### src/rtl/fss_pkg.sv
package fss_pkg;

  typedef enum logic [1:0] {
    CH_ACTIVE  = 2'b00,
    CH_STANDBY = 2'b01,
    CH_POWERDN = 2'b10
  } ch_state_e;

  typedef enum logic [1:0] {
    OE_OFF   = 2'b00,
    OE_ARMED = 2'b01,
    OE_ON    = 2'b10,
    OE_DRAIN = 2'b11
  } oe_state_e;

endpackage

### src/rtl/fss_sync.sv
module fss_sync #(
  parameter int WIDTH  = 3,
  parameter int STAGES = 2
) (
  input  logic             clk,
  input  logic             rst_n,
  input  logic [WIDTH-1:0] d,
  output logic [WIDTH-1:0] q
);

  logic [STAGES-1:0][WIDTH-1:0] pipe;

  generate
    if (STAGES < 2) begin : g_bad
      initial $error("fss_sync needs at least two stages");
    end
  endgenerate

  always_ff @(posedge clk or negedge rst_n) begin
    if (!rst_n) pipe <= '0;
    else        pipe <= {pipe[STAGES-2:0], d};
  end

  assign q = pipe[STAGES-1];

endmodule

### src/rtl/fss_activity_mon.sv
module fss_activity_mon #(
  parameter int TIMEOUT = 24
) (
  input  logic clk,
  input  logic rst_n,
  input  logic level,
  input  logic pdn_ok,
  input  logic mclk_en,
  output logic edge_o,
  output logic stopped_o
);

  localparam int CNT_W = (TIMEOUT > 2) ? $clog2(TIMEOUT) : 1;
  localparam logic [CNT_W-1:0] LAST = CNT_W'(TIMEOUT - 1);

  logic             prev_q;
  logic [CNT_W-1:0] cnt_q;
  logic             stop_q;

  assign edge_o    = level & ~prev_q;
  assign stopped_o = stop_q;

  always_ff @(posedge clk or negedge rst_n) begin
    if (!rst_n) prev_q <= 1'b0;
    else        prev_q <= level;
  end

  always_ff @(posedge clk or negedge rst_n) begin
    if (!rst_n) begin
      cnt_q  <= '0;
      stop_q <= 1'b1;
    end else if (!pdn_ok) begin
      cnt_q  <= '0;
      stop_q <= 1'b1;
    end else if (edge_o) begin
      cnt_q  <= '0;
      stop_q <= 1'b0;
    end else if (!stop_q && mclk_en) begin
      if (cnt_q == LAST) stop_q <= 1'b1;
      else               cnt_q  <= cnt_q + 1'b1;
    end
  end

  assert_edge_wakes_R3: assert property (@(posedge clk) disable iff (!rst_n)
    pdn_ok && edge_o |=> !stop_q);

  assert_count_bound_R2: assert property (@(posedge clk) disable iff (!rst_n)
    cnt_q <= LAST);

  assert_frozen_count_R2: assert property (@(posedge clk) disable iff (!rst_n)
    pdn_ok && !mclk_en && !edge_o |=> $stable(cnt_q) && $stable(stop_q));

endmodule

### src/rtl/fss_oe_ctrl.sv
module fss_oe_ctrl
  import fss_pkg::*;
#(
  parameter int RELEASE_FRAMES = 4
) (
  input  logic clk,
  input  logic rst_n,
  input  logic pdn_ok,
  input  logic tx_edge,
  input  logic rx_edge,
  input  logic tx_stopped,
  input  logic rx_stopped,
  output logic oe
);

  localparam int FC_W = (RELEASE_FRAMES > 1) ? $clog2(RELEASE_FRAMES) : 1;
  localparam logic [FC_W-1:0] FC_LAST = FC_W'(RELEASE_FRAMES - 1);

  oe_state_e       st_q, st_d;
  logic [FC_W-1:0] fc_q, fc_d;

  always_comb begin
    st_d = st_q;
    fc_d = fc_q;
    if (!pdn_ok) begin
      st_d = OE_OFF;
      fc_d = '0;
    end else begin
      unique case (st_q)
        OE_OFF:   if (tx_edge) st_d = OE_ARMED;
        OE_ARMED: begin
          if (tx_edge)         st_d = OE_ON;
          else if (tx_stopped) st_d = OE_OFF;
        end
        OE_ON: begin
          if (!tx_edge && tx_stopped) begin
            if (rx_stopped) st_d = OE_OFF;
            else begin
              st_d = OE_DRAIN;
              fc_d = '0;
            end
          end
        end
        OE_DRAIN: begin
          if (tx_edge)         st_d = OE_ON;
          else if (rx_stopped) st_d = OE_OFF;
          else if (rx_edge) begin
            if (fc_q == FC_LAST) st_d = OE_OFF;
            else                 fc_d = fc_q + 1'b1;
          end
        end
        default: st_d = OE_OFF;
      endcase
    end
  end

  always_ff @(posedge clk or negedge rst_n) begin
    if (!rst_n) begin
      st_q <= OE_OFF;
      fc_q <= '0;
    end else begin
      st_q <= st_d;
      fc_q <= fc_d;
    end
  end

  assign oe = (st_q == OE_ON) || (st_q == OE_DRAIN);

  assert_pd_forces_off_R1: assert property (@(posedge clk) disable iff (!rst_n)
    !pdn_ok |=> st_q == OE_OFF);

  assert_full_standby_R4: assert property (@(posedge clk) disable iff (!rst_n)
    tx_stopped && rx_stopped && !tx_edge |=> st_q == OE_OFF);

  assert_drain_bound_R5: assert property (@(posedge clk) disable iff (!rst_n)
    fc_q <= FC_LAST);

  assert_no_early_enable_R7: assert property (@(posedge clk) disable iff (!rst_n)
    st_q == OE_OFF |=> st_q != OE_ON);

  assert_rx_active_keeps_R6: assert property (@(posedge clk) disable iff (!rst_n)
    pdn_ok && st_q == OE_ON && !tx_stopped |=> st_q == OE_ON);

endmodule

### src/rtl/fsync_standby_ctrl.sv
module fsync_standby_ctrl
  import fss_pkg::*;
#(
  parameter int TIMEOUT        = 24,
  parameter int RELEASE_FRAMES = 4,
  parameter int SYNC_STAGES    = 2
) (
  input  logic       clk,
  input  logic       rst_n,
  input  logic       pdn_n,
  input  logic       fs_tx,
  input  logic       fs_rx,
  input  logic       mclk_en,
  output logic [1:0] tx_state,
  output logic [1:0] rx_state,
  output logic       dout_oe,
  output logic       tstrobe_oe
);

  localparam int N_CH = 2;

  logic [2:0]      sync_q;
  logic            pdn_ok;
  logic [N_CH-1:0] fs_lvl, fs_edge, fs_stop;
  logic            oe_raw;
  ch_state_e       ch_st [N_CH];

  fss_sync #(.WIDTH(3), .STAGES(SYNC_STAGES)) u_sync (
    .clk(clk), .rst_n(rst_n), .d({fs_rx, fs_tx, pdn_n}), .q(sync_q)
  );

  assign pdn_ok = sync_q[0];
  assign fs_lvl = sync_q[2:1];

  generate
    for (genvar c = 0; c < N_CH; c++) begin : g_ch
      fss_activity_mon #(.TIMEOUT(TIMEOUT)) u_mon (
        .clk(clk), .rst_n(rst_n), .level(fs_lvl[c]), .pdn_ok(pdn_ok),
        .mclk_en(mclk_en), .edge_o(fs_edge[c]), .stopped_o(fs_stop[c])
      );
      assign ch_st[c] = !pdn_ok    ? CH_POWERDN :
                        fs_stop[c] ? CH_STANDBY : CH_ACTIVE;
    end
  endgenerate

  fss_oe_ctrl #(.RELEASE_FRAMES(RELEASE_FRAMES)) u_oe (
    .clk(clk), .rst_n(rst_n), .pdn_ok(pdn_ok),
    .tx_edge(fs_edge[0]), .rx_edge(fs_edge[1]),
    .tx_stopped(fs_stop[0]), .rx_stopped(fs_stop[1]), .oe(oe_raw)
  );

  assign tx_state   = ch_st[0];
  assign rx_state   = ch_st[1];
  assign dout_oe    = oe_raw & pdn_ok;
  assign tstrobe_oe = oe_raw & pdn_ok;

  assert_release_standby_R8: assert property (@(posedge clk) disable iff (!rst_n)
    $rose(pdn_ok) |-> fs_stop[0] && fs_stop[1]);

  assert_oe_needs_tx_R5: assert property (@(posedge clk) disable iff (!rst_n)
    $rose(dout_oe) |-> !fs_stop[0]);

  initial begin
    if (RELEASE_FRAMES < 1 || RELEASE_FRAMES > 5)
      $error("RELEASE_FRAMES must be 1..5");
    if (TIMEOUT < 2)
      $error("TIMEOUT must be at least 2");
  end

endmodule

### config.mk
export PLATFORM = sky130hd
export DESIGN_NAME = fsync_standby_ctrl
export DESIGN_NICKNAME = d
export VERILOG_FILES = /design/src/rtl/fss_pkg.sv /design/src/rtl/fss_sync.sv /design/src/rtl/fss_activity_mon.sv /design/src/rtl/fss_oe_ctrl.sv /design/src/rtl/fsync_standby_ctrl.sv
export SDC_FILE = /design/constraint.sdc
export NUM_CORES = 1
export LEC_CHECK = 0
export BUFFER_PORTS_ARGS = -buffer_cell sky130_fd_sc_hd__buf_4
export CAP_MARGIN = 15
export CORE_MARGIN = 10
export CORE_UTILIZATION = 45
export CTS_CLUSTER_SIZE = 28
export DETAILED_ROUTE_END_ITERATION = 10
export PLACE_DENSITY = 0.74
export SKIP_CTS_REPAIR_TIMING = 1
export SLEW_MARGIN = 15
export SYNTH_ARGS = -nofsm -noshare
export SYNTH_HDL_FRONTEND = slang
export SYNTH_SLANG_ARGS = --single-unit
### constraint.sdc
create_clock -name clk -period 1.6 [get_ports clk]
set_input_delay 0.16 -clock clk [delete_from_list [all_inputs] [get_ports clk]]
set_output_delay 0.16 -clock clk [all_outputs]
set_load 0.05 [all_outputs]
# Word-level counts from Yosys, hierarchy flattened
# Cells that the tools add are included.
# W data, S select, Z words.
[classes]
n_addsub = 3
eq_ne = 23
muxes = 39
bitwise_logic = 5
reduce_logical = 14
[op_table]
columns = ["op", "n"]
rows = [
  ["$mux W5", 8],
  ["$mux W2", 19],
  ["$ne A3 B1 Y1 const B", 5],
  ["$ne A3 B3 Y1 const B", 5],
  ["$ne A3 B2 Y1 const B", 4],
  ["$add A5 B1 Y5 const B", 2],
  ["$eq A5 B5 Y1 const B", 2],
  ["$mux W1", 10],
  ["$pmux W2 S4", 1],
  ["$reduce_and A2 Y1", 4],
  ["$reduce_and A7 Y1", 1],
  ["$eq A2 B2 Y1 const B", 3],
  ["$ne A5 B3 Y1 const B", 1],
  ["$ne A5 B4 Y1 const B", 1],
  ["$reduce_and A5 Y1", 1],
  ["$ne A4 B3 Y1 const B", 1],
  ["$pmux W2 S2", 1],
  ["$and A1 B1 Y1", 3],
  ["$logic_and A1 B1 Y1", 3],
  ["$logic_not A1 Y1", 3],
  ["$add A2 B1 Y2 const B", 1],
  ["$eq A2 B1 Y1 const B", 1],
  ["$logic_not A2 Y1", 1],
  ["$not A1 Y1", 2],
  ["$logic_or A1 B1 Y1", 1],
]
[totals]
reg_bits = 24
in_bits = 6
output_inout_bits = 6
elab_cells = 94

# Logic depth before layout (Yosys ltp)
# Gate-level depths: netlist (run 1).
[depth]
ltp_word = 7
depth_mapped = 5
mapped_depth_nobuf = 5

# By module
# From an unflattened synthesis (run 1), not the netlist that was laid out.
[unflattened]
hier_cells = 115
hier_area_um2 = 1198.6
[modules_own_cells]
columns = ["module", "n_inst", "cells_per_inst", "area_per_inst_um2", "seq_area_each_um2"]
rows = [
  ["fss_activity_mon (g_ch[0].u_mon)", 1, 34, 345.3, 176.4],
  ["fss_activity_mon (g_ch[1].u_mon)", 1, 33, 345.3, 176.4],
  ["fss_oe_ctrl", 1, 33, 297.8, 100.1],
  ["fss_sync", 1, 9, 172.7, 150.1],
  ["fsync_standby_ctrl", 1, 6, 37.5, 0.0],
]

# Least setup slack after synthesis (run 1)
# OpenSTA, ideal clock, no wires.
[synth_timing]
path_kind = "register to output"
from = "register u_sync.pipe, in the netlist u_sync.q[0]"
to = "output port tstrobe_oe"
arrival_ns = 1.312
t_required_ns = 1.440
slack_ns = 0.128
stages_incl_launch_ff = 5
n_path_buf = 2
path_cell_list = "dfrtp_1 clkbuf_1 nand2_1 inv_1 buf_4"
[synth_between]
elab_chain_cells = 1
[synth_lines]
columns = ["item", "line_no", "source"]
rows = [
  ["start, declared", "fss_sync.sv:11", "logic [STAGES-1:0][WIDTH-1:0] pipe;"],
  ["start signal, assigned", "fss_sync.sv:21", "else pipe <= {pipe[STAGES-2:0], d};"],
  ["$and A1 B1 Y1", "-", ""],
  ["end, declared", "fsync_standby_ctrl.sv:17", "output logic tstrobe_oe"],
]
# Every way passes these cells.

# Worst setup path after layout (run 1)
[layout_timing]
from = "register g_ch[0].u_mon.stop_q"
to = "output port tx_state[0]"
[layout_between]
elab_chain_cells = 2
[layout_lines]
columns = ["item", "line_no", "source"]
rows = [
  ["start, declared", "fss_activity_mon.sv:18", "logic stop_q;"],
  ["start signal, assigned", "fss_activity_mon.sv:31", "stop_q <= 1'b1;"],
  ["start signal, assigned", "fss_activity_mon.sv:34", "stop_q <= 1'b1;"],
  ["start signal, assigned", "fss_activity_mon.sv:37", "stop_q <= 1'b0;"],
  ["$mux W1", "fsync_standby_ctrl.sv:42", "fs_stop[c] ? CH_STANDBY : CH_ACTIVE;"],
  ["$mux W2", "fsync_standby_ctrl.sv:41", "assign ch_st[c] = !pdn_ok ? CH_POWERDN :"],
  ["end, declared", "fsync_standby_ctrl.sv:14", "output logic [1:0] tx_state,"],
]
# Every way passes these cells.

==> results.md, run 1 <==
- TritonCTS clock tree: done
- Post-synthesis mux area share: less than 1%
- Status: finished, final reports clean
- Vias in the first global route: just under 900
- Post-synthesis compound-gate area fraction: 11.0%
- WL final: between 2 and 2.5 mm
- Initial antenna violation count: 0
- Sequential power share: between 50 and 60%
- Setup crit start kind: register
- Post-DRT Antenna Nets: 0
- Max Freq: about 700 MHz
- Design Power: between 1 and 1.5 mW
- Final Non-Filler Cells: about 160
- Setup violators final: 0
- Clock Skew: approximately 0.016 ns
- PwrDens: 902 nW/µm²
- Seq/Total Area, Yosys: between 50% and 60%
- Detailed Place HPWL: around 1.5 mm
- Main synth FF type: dfrtp_1
- Min Clock Period, post-route: 1.44 ns
- Global-route wire length before repair: ~3.7 mm
- I/O pins: 12
- Number of core rows: 18
- Worst hold-check path type: in -> reg
- Post-route setup TNS: 0 ns
- Post-Synth XOR/XNOR Area: under 10%
- GPL Wtd Cong: 0.786
- Critical path class: reg -> out
- Simple logic cell fraction of the synthesized area: 22.3%
- CP required: between 1 and 1.5 ns
- Slew Viols, Final: 0
- Sw Pwr: between 0.2 and 0.3 mW
- Worst-case clock buffer depth: 2
- Internal Power: between 0.9 and 1 mW
- Via count: roughly 800
- R2R cell count: 4
- CTS clk-pin slew, worst paths: 0.14 ns
- Synth top area cells: dfrtp_1 49%, xor2_1 5.4%, dfstp_2 4.6%, nor2_1 3.6%, ha_1 3.3%
- Mean Syn Cell Area: between 10 and 15 µm²
- Comb pwr share: around 10%
- Slew @ Worst Pin: ~0.4 ns
- Hold Vio Cnt, Final: 0
- DR iter-0 viols: 60
- RSZ-0062 raised after global routing: no
- Hold Slack: 0.215 ns
- Post-Syn Nets: 118
- Clock Latency Late Sink: just over 0.3 ns
- Post-Synthesis Cells: between 100 and 150
- Placed Cells: roughly 150
- H-tree Lvls: 1
- CTS Sinks: 24
- Fill count: between 200 and 250
- Synth top cells by count: 22 x dfrtp_1, 11 x nor2_1, 8 x nand2_1
- Drt via density: ~5.2
- Critical Path End Type: primary output
- Relative slew slack: about 74%
- Number of buffers added on ports: 11
- Die X: approximately 70 µm
- Die height: 70.2 µm
- Yosys top cell by area: dfrtp_1
- Ys Warns: 0
- Final Net Count: 135
- Cell Area, Synth: roughly 1100 µm²
- Yosys reg bits: 24
- P&R area growth vs syn: 17.5%
- Maxcap violations: 0
- Max Fanout on Critical Path: 8
- Share of layout cells above drive strength 1: between 10% and 20%
- Worst vdd ir: slightly above 0.6 mV
- Clk network pwr share: approximately 36%
- CP arrival: 1.28 ns
- Pre-Repair DR Iteration Count: 4
- Top cell type's share of synthesized area: 48.6%
- N_diodes: 0
- DR WL/cell: between 10 and 15 µm
- Core ar.: ~2400 µm²
- Switching Share: 22.5%
- Final period util: between 80% and 90%
- P_leak: 0.613 nW
- DRC Markers: 0
- Largest family of logic cells by synthesized area: simple AND/OR/NAND/NOR gates
- Pin count of the biggest net entering global routing: 25
- Die area: between 4000 and 5000 µm²
- Starting Density: 46.6%
- Synth Area in Adders: 3.31%
- EDFF count, synth: 0
- Clock Root Buffer: clkbuf_4
- All-layer global routing usage: under 10%
- Fraction of registers with async set/reset: between 90% and 100%
- GR Overflow Total: 0
- Synth unique cells: 32
- Total CTS buffers: 3
- Count leader, synth: dfrtp_1
- WHS Path Cells: 5
==> layout make-up <==
cell class | count | area, µm² | area share (%)
Sequential cell | 24 | 604 | 45.4
Multi-Input combinational cell | 76 | 487 | 36.6
Clock buffer | 3 | 22.5 | 1.69
Clock inverter | 1 | 30.0 | 2.26
Tap cell | 30 | 37.5 | 2.82
Inverter | 5 | 18.8 | 1.41
Timing Repair Buffer | 16 | 130 | 9.78
==> layer usage <==
layer  GRT usage (%)  share of wire (%)
met1            10.6                 46
met2            14.6                 48
met3            2.54                4.9
met4            3.29               0.65
met5               0                  0
==> logic make-up (layout without fill, tap and decap cells) <==
family          Yosys count  count (layout)
xor+xnor                  7               7
compound gates           18              18
buf+inv                   9              25
mux                       1               1
simple gates             47              47
flops                    24              24
fa+ha+maj                 3               3
==> sequential cells by signal (all words and copies together) (netlist names) <==
| signal | count |
|---|---|
| u_oe.st_q | 2 |
| g_ch.u_mon.prev_q | 2 |
| u_oe.fc_q | 2 |
| g_ch.u_mon.stopped_o | 2 |
| g_ch.u_mon.cnt_q | 10 |
| u_sync.q | 3 |
| u_sync.pipe | 3 |
==> placed cells by master, fill, tap and decap left out, types with 4 or more instances in the layout <==
cell            n
buf_4          12
nand3_1         7
xor2_1          7
nor2_1         11
inv_1           5
dlygate4sd3_1   4
a21oi_1         6
o21ai_0         4
dfrtp_1        21
nor2b_1         4
nand2_1         8
==> through the flow <==
| step | area (µm²) | setup WS, ns | util, % |
|---|---|---|---|
| after detailed placement | 1240 | 0.203 | 50.8 |
| after CTS | 1290 | 0.109 | 53.0 |
| after global routing | 1330 | 0.103 | 54.7 |
| final | 1330 | 0.163 | 54.7 |
| after global placement | 1240 | 0.250 | 50.8 |
| after floorplan | 1130 | 0.128 | - |
==> worst max-delay path: stages, from the launching register on <==
cell and delay (ns):
dfstp_2 0.63, and2_1 0.14, buf_4 0.19
==> path summary, 6_finish.rpt <==
check                                                          from                                  end  slack [ns]
worst max-delay path            g_ch[0].u_mon.stopped_o$_DFFE_PN1P_                          tx_state[0]        0.16
worst min-delay path                                        mclk_en  g_ch[1].u_mon.stopped_o$_DFFE_PN1P_        0.22
worst max register to register  g_ch[1].u_mon.stopped_o$_DFFE_PN1P_             u_oe.st_q[0]$_DFFE_PN0P_        0.20
worst min register to register             u_sync.pipe[0]$_DFF_PN0_                u_sync.q[0]$_DFF_PN0_        0.37
max in group asynchronous                                     rst_n  g_ch[1].u_mon.stopped_o$_DFFE_PN1P_        1.05
min in group asynchronous                                     rst_n             u_oe.st_q[0]$_DFFE_PN0P_        0.25
==> power groups by stage <==
| stage | clock [mW] | combinational (mW) | sequential, mW |
|---|---|---|---|
| 5_1_grt | 0.481 | 0.134 | 0.653 |
| 2_1_floorplan | 0 | 0.0778 | 0.651 |
| 3_5_place_dp | 0 | 0.115 | 0.660 |
| 4_1_cts | 0.448 | 0.115 | 0.648 |
| 6_report | 0.431 | 0.120 | 0.648 |
| 3_3_place_gp | 0 | 0.112 | 0.658 |
Note: power is estimated with default switching activity, not from simulation.
==> inputs of run 2 (changes only) <==
==> constraint.sdc (replaced) <==
create_clock -name clk -period 1.6 [get_ports clk]
set_input_delay 0.16 -clock clk [delete_from_list [all_inputs] [get_ports clk]]
set_output_delay 0.16 -clock clk [all_outputs]
set_load 0.01 [all_outputs]
==> run 2 against run 1 <==
Against the previous run:
- clock power barely moved
- hold slack got worse by 0.0013 ns
- maximum frequency rose by 3.1%
- clock-buffer cell count did not move
- die area did not move
- largest power group unchanged
- largest cell class unchanged
- highest routed layer unchanged
- wire length barely moved
- via count did not move
- first-iteration DRC count did not move
- worst setup slack improved by 0.043 ns
==> results.md, run 2 (same netlist as run 1, synthesis figures left out) <==
- Post-route setup TNS: 0 ns (unchanged)
- All-layer global routing usage: 8.85% (unchanged)
- Worst-case clock buffer depth: 2 (unchanged)
- Global-route wire length before repair: 3.72 mm (unchanged)
- Slew Viols, Final: 0 (unchanged)
- Setup violators final: 0 (unchanged)
- Worst hold-check path type: in -> reg
- Commonest cells after routing, fill and taps aside: 22 x dfrtp_1, 12 x buf_4, 11 x nor2_1
- CP required: 1.83 ns (+0.39 ns)
- Critical path class: reg -> reg
- Hold Vio Cnt, Final: 0 (unchanged)
- CP arrival: 1.62 ns (+0.34 ns)
- DR iter-0 viols: 60 (unchanged)
- GPL Wtd Cong: 0.786 (unchanged)
- Maxcap violations: 0 (unchanged)
- Total CTS buffers: 3 (unchanged)
- Comb pwr share: 8.4% (-1.6 points)
- GR Overflow Total: 0 (unchanged)
- Pre-CTS setup slack: 0.203 ns (unchanged)
- Max Fanout on Critical Path: 6 (-2)
- Max Freq: 717 MHz (+3.1%)
- Initial antenna violation count: 0 (unchanged)
- Clock Latency Late Sink: 0.32 ns (about the same)
- P_leak: 0.614 nW (+0.16%)
- DRC Markers: 0 (unchanged)
- Sequential power share: 54.9% (+0.9 points)
- Setup crit start kind: register
- TritonCTS clock tree: done
- Status: finished, final reports clean
- Internal Power: 0.929 mW (about the same)
- PwrDens: 888 nW/µm² (-1.6%)
- Detailed Place HPWL: 1.51 mm (unchanged)
- Clock Skew: 0.0172 ns (+0.00155 ns)
- Switching Share: 21.3% (-1.2 points)
- Die height: 70.2 µm (unchanged)
- Die X: 70.2 µm (unchanged)
- Most common cell after layout, fill and taps aside: dfrtp_1
- CTS Sinks: 24 (unchanged)
- WL final: 2.01 mm (about the same)
- Pin count of the biggest net entering global routing: 25 (unchanged)
- Starting Density: 46.6% (unchanged)
- Share of layout cells above drive strength 1: 17.6% (-0.80 points)
- Largest register FFs: 10 (unchanged)
- Final Net Count: 135 (unchanged)
- N_diodes: 0 (unchanged)
- Drt via density: 5.15 (unchanged)
- Sw Pwr: 0.251 mW (-7.1%)
- Critical Path End Type: register
- Number of core rows: 18 (unchanged)
- Clock Root Buffer: clkbuf_4
- DR WL/cell: 13.0 µm (about the same)
- Reg with most FFs: g_ch.u_mon.cnt_q
- Min Clock Period, post-route: 1.39 ns (-0.0426 ns)
- Pre-Repair DR Iteration Count: 4 (unchanged)
- Core ar.: 2430 µm² (unchanged)
- Post-DRT Antenna Nets: 0 (unchanged)
- Relative slew slack: 73.9% (unchanged)
- Vias in the first global route: 885 (unchanged)
- Clk network pwr share: 36.7% (+0.7 points)
- RSZ-0062 raised after global routing: no
- Die area: 4920 µm² (unchanged)
- CTS clk-pin slew, worst paths: 0.14 ns (about the same)
- P&R area growth vs syn: 17.3% (about the same)
- Number of buffers added on ports: 11 (unchanged)
- Worst vdd ir: 0.580 mV (-4.0%)
- Final period util: 87.1% (-2.7 points)
- Worst setup margin: 0.206 ns (+0.0426 ns)
- I/O pins: 12 (unchanged)
- H-tree Lvls: 1 (unchanged)
- Slew @ Worst Pin: 0.391 ns (unchanged)
- Via count: 799 (unchanged)
[run 2: cell counts in the layout (fill, tap and decap cells not counted)]
No cell type changed its count.
[run 2: per-stage QoR]
step                instances  hold slack [ns]  instance area [µm²]  power [mW]  util (%)
floorplan                 109           -0.136                 1130       0.708         -
global placement          147           0.0731                 1240       0.749      50.8
detailed placement        147           0.0722                 1240       0.753      50.8
CTS                       151           -0.288                 1290        1.19      53.0
global route              155            0.269                 1330        1.25      54.6
finish                    155            0.214                 1330        1.18      54.6
[run 2: area by class of cell]
| type | instances | area (µm²) |
|---|---|---|
| clock inverters | 1 | 30.0 |
| inverters | 5 | 18.8 |
| repair buffers | 16 | 130 |
| flip-flops and latches | 24 | 603 |
| fillers | 226 | 1100 |
| well taps | 30 | 37.5 |
| multi-input cells | 76 | 487 |
| clock buffers | 3 | 22.5 |
[run 2: critical path, cell delays in order, from the launching register on]
cell,delay [ns]
dfstp_2,0.59
nand2b_1,0.14
a211oi_2,0.07
o21ba_1,0.23
o41ai_2,0.28
[run 2: worst paths after layout]
check,slack [ns],cells after the start,to,start
min in group asynchronous,0.25,2,u_oe.st_q[0]$_DFFE_PN0P_,rst_n
min reg2reg,0.37,0,u_sync.q[0]$_DFF_PN0_,u_sync.pipe[0]$_DFF_PN0_
max,0.21,4,u_oe.st_q[0]$_DFFE_PN0P_,g_ch[1].u_mon.stopped_o$_DFFE_PN1P_
min,0.21,5,g_ch[0].u_mon.stopped_o$_DFFE_PN1P_,mclk_en
max reg2reg,0.21,4,u_oe.st_q[0]$_DFFE_PN0P_,g_ch[1].u_mon.stopped_o$_DFFE_PN1P_
max in group asynchronous,1.05,2,g_ch[1].u_mon.stopped_o$_DFFE_PN1P_,rst_n
[run 2: power groups by stage]
stage | combinational (mW) | clock [mW] | sequential, mW
2_1_floorplan | 0.0571 | 0 | 0.651
3_3_place_gp | 0.0910 | 0 | 0.658
3_5_place_dp | 0.0935 | 0 | 0.660
4_1_cts | 0.0938 | 0.448 | 0.648
5_1_grt | 0.113 | 0.481 | 0.652
6_report | 0.0988 | 0.433 | 0.648
[run 2: routing by layer]
metal  vias up  share of wire, %  GRT usage, %
li1        405                 -             -
met1       377                47          10.6
met2        15                48          14.6
met3         2               4.6          2.54
met4         0              0.65          3.29
met5         -                 0             0
